File: config.mk
export PLATFORM = sky130hd
export DESIGN_NAME = sync_hunt_det
export DESIGN_NICKNAME = d
export VERILOG_FILES = /design/src/rtl/sync_hunt_pkg.sv /design/src/rtl/sync_bit_window.sv /design/src/rtl/sync_sum_level.sv /design/src/rtl/sync_ones_tree.sv /design/src/rtl/sync_hunt_det.sv
export SDC_FILE = /design/constraint.sdc
export NUM_CORES = 1
export LEC_CHECK = 0
export ABC_AREA = 0
export BUFFER_PORTS_ARGS = -buffer_cell sky130_fd_sc_hd__buf_2
export CAP_MARGIN = 15
export CORE_MARGIN = 3
export CORE_UTILIZATION = 61
export DETAILED_ROUTE_END_ITERATION = 8
export PLACE_DENSITY = 0.76
export RECOVER_POWER = 50
export SYNTH_ARGS = -nofsm -noshare
export SYNTH_HDL_FRONTEND = slang
export SYNTH_SLANG_ARGS = --single-unit
File: constraint.sdc
create_clock -name clk -period 3.1 [get_ports clk]
set_clock_uncertainty 0.05 [all_clocks]
set_input_delay 0.62 -clock clk [delete_from_list [all_inputs] [get_ports clk]]
set_output_delay 0.62 -clock clk [all_outputs]
set_load 0.05 [all_outputs]
File: src/rtl/sync_hunt_pkg.sv
package sync_hunt_pkg;

  // adder-tree depth for an N-input ones count (at least one level)
  function automatic int tree_levels(input int n);
    return (n <= 1) ? 1 : $clog2(n);
  endfunction

  // number of register stages inside the tree
  function automatic int tree_stages(input int n);
    int l;
    l = tree_levels(n);
    return (l + 1) / 2;
  endfunction

  // a level is registered every second level and at the root
  function automatic bit level_is_reg(input int lvl, input int last);
    return ((lvl % 2) == 0) || (lvl == last);
  endfunction

  // bit offset of level lvl in the flat tree bus; level k holds
  // (m >> k) nodes, each k+1 bits wide
  function automatic int level_off(input int lvl, input int m);
    int acc;
    acc = 0;
    for (int k = 0; k < lvl; k++) acc += (m >> k) * (k + 1);
    return acc;
  endfunction

endpackage

File: src/rtl/sync_bit_window.sv
module sync_bit_window #(
  parameter int N  = 32,
  parameter int CW = $clog2(N + 1)
) (
  input  logic         clk,
  input  logic         rst,
  input  logic         bit_in,
  input  logic         bit_valid,
  output logic [N-1:0] win,
  output logic         win_v
);

  logic [CW-1:0] seen;

  always_ff @(posedge clk) begin
    if (rst) begin
      win   <= '0;
      seen  <= '0;
      win_v <= 1'b0;
    end else begin
      // the window is full once this bit lands
      win_v <= bit_valid && (seen >= CW'(N - 1));
      if (bit_valid) begin
        win <= {win[N-2:0], bit_in};
        if (seen != CW'(N)) seen <= seen + 1'b1;
      end
    end
  end

  assert_shift_in_R2: assert property (@(posedge clk) disable iff (rst)
    bit_valid |=> (win[0] == $past(bit_in)));

  assert_hold_idle_R5: assert property (@(posedge clk) disable iff (rst)
    !bit_valid |=> ($stable(win) && !win_v));

  assert_full_before_eval_R4: assert property (@(posedge clk) disable iff (rst)
    win_v |-> (seen == CW'(N)));

endmodule

File: src/rtl/sync_sum_level.sv
module sync_sum_level #(
  parameter int IN_N = 2,
  parameter int IW   = 1,
  parameter bit REG  = 1'b1,
  localparam int OUT_N = IN_N / 2,
  localparam int OW    = IW + 1
) (
  input  logic                  clk,
  input  logic                  rst,
  input  logic [IN_N*IW-1:0]    din,
  input  logic                  din_v,
  output logic [OUT_N*OW-1:0]   dout,
  output logic                  dout_v
);

  logic [OUT_N*OW-1:0] sums;

  always_comb begin
    for (int j = 0; j < OUT_N; j++) begin
      sums[j*OW +: OW] = OW'(din[(2*j)*IW +: IW]) + OW'(din[(2*j+1)*IW +: IW]);
    end
  end

  if (REG) begin : g_reg
    always_ff @(posedge clk) begin
      if (rst) begin
        dout   <= '0;
        dout_v <= 1'b0;
      end else begin
        dout   <= sums;
        dout_v <= din_v;
      end
    end

    assert_valid_flow_R8: assert property (@(posedge clk) disable iff (rst)
      din_v |=> dout_v);
  end else begin : g_comb
    always_comb begin
      dout   = sums;
      dout_v = din_v;
    end
  end

endmodule

File: src/rtl/sync_ones_tree.sv
module sync_ones_tree
  import sync_hunt_pkg::*;
#(
  parameter int N  = 32,
  parameter int OW = $clog2(N + 1)
) (
  input  logic          clk,
  input  logic          rst,
  input  logic [N-1:0]  bits,
  input  logic          in_v,
  output logic [OW-1:0] sum,
  output logic          sum_v
);

  localparam int L   = tree_levels(N);
  localparam int M   = 1 << L;
  localparam int TOT = level_off(L + 1, M);

  wire [TOT-1:0] bus;
  wire [L:0]     vbus;

  // level 0: one-bit leaves, padded with zeros up to a power of two
  assign bus[M-1:0] = M'(bits);
  assign vbus[0]    = in_v;

  for (genvar l = 1; l <= L; l++) begin : g_lvl
    sync_sum_level #(
      .IN_N (M >> (l - 1)),
      .IW   (l),
      .REG  (level_is_reg(l, L))
    ) u_level (
      .clk    (clk),
      .rst    (rst),
      .din    (bus[level_off(l - 1, M) +: (M >> (l - 1)) * l]),
      .din_v  (vbus[l - 1]),
      .dout   (bus[level_off(l, M) +: (M >> l) * (l + 1)]),
      .dout_v (vbus[l])
    );
  end

  assign sum   = OW'(bus[level_off(L, M) +: L + 1]);
  assign sum_v = vbus[L];

  assert_sum_range_R6: assert property (@(posedge clk) disable iff (rst)
    sum_v |-> (sum <= OW'(N)));

endmodule

File: src/rtl/sync_hunt_det.sv
module sync_hunt_det #(
  parameter int N = 32,
  parameter logic [N-1:0] PATTERN = N'(32'hE5A3_C96B),
  localparam int CW = $clog2(N + 1)
) (
  input  logic          clk,
  input  logic          rst,
  input  logic          bit_in,
  input  logic          bit_valid,
  input  logic [CW-1:0] err_limit,
  output logic          sync_hit,
  output logic [CW-1:0] err_count
);

  logic [N-1:0]  win;
  logic          win_v;
  logic [CW-1:0] tree_sum;
  logic          tree_v;

  sync_bit_window #(.N(N), .CW(CW)) u_window (
    .clk       (clk),
    .rst       (rst),
    .bit_in    (bit_in),
    .bit_valid (bit_valid),
    .win       (win),
    .win_v     (win_v)
  );

  sync_ones_tree #(.N(N), .OW(CW)) u_tree (
    .clk   (clk),
    .rst   (rst),
    .bits  (win ^ PATTERN),
    .in_v  (win_v),
    .sum   (tree_sum),
    .sum_v (tree_v)
  );

  always_ff @(posedge clk) begin
    if (rst) begin
      sync_hit  <= 1'b0;
      err_count <= '0;
    end else begin
      sync_hit <= tree_v && (tree_sum <= err_limit);
      if (tree_v) err_count <= tree_sum;
    end
  end

  assert_hit_within_limit_R3: assert property (@(posedge clk) disable iff (rst)
    sync_hit |-> (err_count <= $past(err_limit)));

  assert_hit_from_eval_R7: assert property (@(posedge clk) disable iff (rst)
    sync_hit |-> $past(tree_v));

  assert_count_holds_R7: assert property (@(posedge clk) disable iff (rst)
    !tree_v |=> $stable(err_count));

endmodule

==> results.yml <==
yosys:
  synth_top_area_share_pct: 43.7
  ys_types: 28
  synth_flop_cell: "dfxtp_1"
  ys_ff_latch: 89
  synth_area_leaders: "dfxtp_1 44%, ha_1 11%, fa_1 10%"
  synth_top_area_cell: "dfxtp_1"
  synthCells: 397
  ys_async_sr_fraction_pct: 0
  synth_warnings: 0
  synth_edf_count: 0
  syn_area_mm2: 0.00408
  synth_area_per_cell_um2: 10.3
  synth_seq_area_share_pct: 43.7
  synth_fp_nets: 465
drt:
  viasPerCell: 4.90
  drcViolationCount: 0
  wl_per_cell_um: 11.4
  drt_wl_total_mm: 5.62
  dr.first_iter.drc_count: 38
  firstDrtPassIters: 4
  final_antenna_net_count: 0
  vias: 2418
timing:
  finalCriticalPeriod_ns: 2.46
  post-route-period-util_pct: 79.3
  slew_violations: 0
  relSlewSlack_pct: 14.1
  max_slew.worst_pin.slew_ns: 1.29
  grt_setup_unrepaired: "no"
  setup_tns_ns: 0
  max_clock_freq_ghz: 0.407
  finalSetupViolations: 0
  finalHoldViolations: 0
clock_tree:
  cts_resized: 0
  cts_root_buffer: "clkbuf_8"
  cts_tree: "yes"
  holdBufCountCts: 0
  cts_sinks: 89
  h-tree-depth: 3
  worstSkewPairLatency_ns: 0.33
  postCtsSetupRepairBufs: 0
  cts.path.max_buffers: 2
  clk_pin_slew_ns: 0.08
  cts-buffers-inserted: 9
floorplanning:
  coreArea_mm2: 0.00642
  rows: 29
  die_area_mm2: 0.00771
  fp.dieW_um: 87.8
  start_util_pct: 63.5
  num_io_pins: 17
  die_h_um: 87.8
job:
  max-cap-violations: 0
placed_design:
  place_congestion: 0.673
  post-dp-hpwl_mm: 4.14
  place_inst: 477
  io_buffers: 16
global_route:
  grt_max_degree: 70
  grt_pass1_wl_mm: 10.2
  grt_usage_pct: 16.8
  antenna_found_initial: 0
  grt-ovfl-total: 0
  grt_pass1_vias: 2438
setup_path:
  worst_path_most_repeated_cell: "fa_1"
  crit_required_ns: 3.24
  cp-end-kind: "flip-flop"
  worstPathCellList: "inv_1 -> fa_1 -> inv_1 -> fa_1 -> ha_1 -> fa_1 -> xnor2_1 -> nor2_1"
  reg2reg_slack_ns: 0.64
  slowest_delay_ns: 0.54
  crit_fanout: 2
  worst_path_max_delay_cell: "fa_1"
  cp-start-kind: "flip-flop"
  criticalPathCategory: "flip-flop to flip-flop"
  cp.arrival_ns: 2.60
cells_and_area:
  insertedDiodeCount: 0
  nets: 479
  layout-drive-gt1-share_pct: 7.93
  final_cells: 493
  syn_to_final_growth_pct: 7.79
power_and_ir_drop:
  p_int_uw: 1690
  p_switching_uw: 475
  peakVddDrop_v: 0.000253
  swShare_pct: 21.9
  p_per_area_mw_per_mm2: 492
  clock_power_share_pct: 37.1
  p_seq_share_pct: 55.1
  power_frac_comb_pct: 7.8
  power.leakage_uw: 0.00205
hold_path:
  hold_path_class: "flip-flop to flip-flop"
status:
  status: "completed"
## stage by stage
| step | power [uW] | utilization, % | setup slack, ns | hold WS, ns | area, um^2 |
|---|---|---|---|---|---|
| final | 2170 | 68.5 | 0.643 | 0.393 | 4400 |
| after global routing | 2280 | 68.5 | 0.422 | 0.407 | 4400 |
| after CTS | 2200 | 68.7 | 0.643 | 0.397 | 4410 |
| after detailed placement | 1400 | 65.5 | 0.654 | 0.378 | 4210 |
| after global placement | 1390 | 65.5 | 0.757 | 0.367 | 4210 |
| after floorplan | 1360 | - | 0.791 | 0.364 | 4080 |
## per-layer routing
| metal | track usage [%] | routed length [um] | vias to the layer above |
|---|---|---|---|
| met5 | 0 | 0 | - |
| met4 | 7.95 | 129 | 0 |
| met1 | 20.1 | 2620 | 1118 |
| met2 | 28.8 | 2700 | 30 |
| li1 | - | - | 1259 |
| met3 | 3.29 | 173 | 11 |
## cell usage after synthesis, drive strengths merged (2+ instances only)
cell type,n
xor2,4
clkbuf,6
nor2b,35
nor3,2
a21o,4
nor2,54
o21ai,3
dfxtp,89
nand4,3
nand2,2
a21oi,7
a41oi,2
mux2i,39
inv,69
fa,21
xnor2,4
buf,9
ha,37
## placed cells by master, fill, tap and decap left out, types with 2 or more instances in the layout
master and instances:
nor3_1 2, nand4_1 2, a21o_1 4, o21ai_0 3, inv_1 69, a21oi_1 7, ha_1 37, buf_2 15
xnor2_1 4, clkbuf_1 3, clkbuf_8 12, nor2_1 54, xor2_1 4, dfxtp_1 89, nor2b_1 35, fa_1 21
nand2_1 2, mux2i_1 39
## logic make-up after synthesis
kind of cell / count (synthesis) / share of synthesized area, %
flip-flops: 89 / 43.7
multiplexers: 39 / 9.57
XOR/XNOR: 8 / 1.72
adder cells (fa/ha/maj): 58 / 21.6
buffers and inverters: 84 / 8.25
AO/OA/AOI/OAI: 21 / 3.50
AND/OR/NAND/NOR: 98 / 11.7
## final timing paths
kind,start,to,cells after the start
worst min register to register,u_tree.g_lvl[2].u_level.dout_v,u_tree.g_lvl[4].u_level.dout_v,1
worst min-delay path,u_tree.g_lvl[2].u_level.dout_v,u_tree.g_lvl[4].u_level.dout_v,1
worst max-delay path,u_tree.g_lvl[2].u_level.dout[13],u_tree.g_lvl[4].u_level.dout[8],8
worst max register to register,u_tree.g_lvl[2].u_level.dout[13],u_tree.g_lvl[4].u_level.dout[8],8
## critical path, delay by kind of cell (launching register included)
kind                       cells  cell delay, ns
adders and majority gates      4            1.62
DFF                            1            0.31
xor gates and xnor gates       1            0.17
buffers and inverters          2            0.11
and+or+nand+nor                1            0.05
## final cells by class
| class | count | area [um^2] |
|---|---|---|
| Sequential cell | 89 | 1780 |
| Clock buffer | 14 | 173 |
| Timing Repair Buffer | 18 | 91.3 |
| Tap cell | 77 | 96.3 |
| Inverter | 69 | 259 |
| Multi-Input combinational cell | 224 | 1960 |
| Clock inverter | 2 | 35.0 |
| Fill cell | 478 | 2020 |
## flip-flops by register name, indices dropped and copies added, names as in the netlist
name                         cells
u_tree.g_lvl.u_level.dout       40
u_tree.g_lvl.u_level.dout_v      3
sync_hit                         1
u_window.win                    32
u_window.win_v                   1
err_count                        6
u_window.seen                    6
## power by group through the flow
stage                     Sequential, uW  Combinational, uW  Clock, uW
final                               1190                169        802
after global placement              1220                167          0
after global routing                1200                204        880
after CTS                           1190                176        828
after floorplan                     1220                141          0
after detailed placement            1220                177          0
Note: power is estimated with default switching activity, not from simulation.
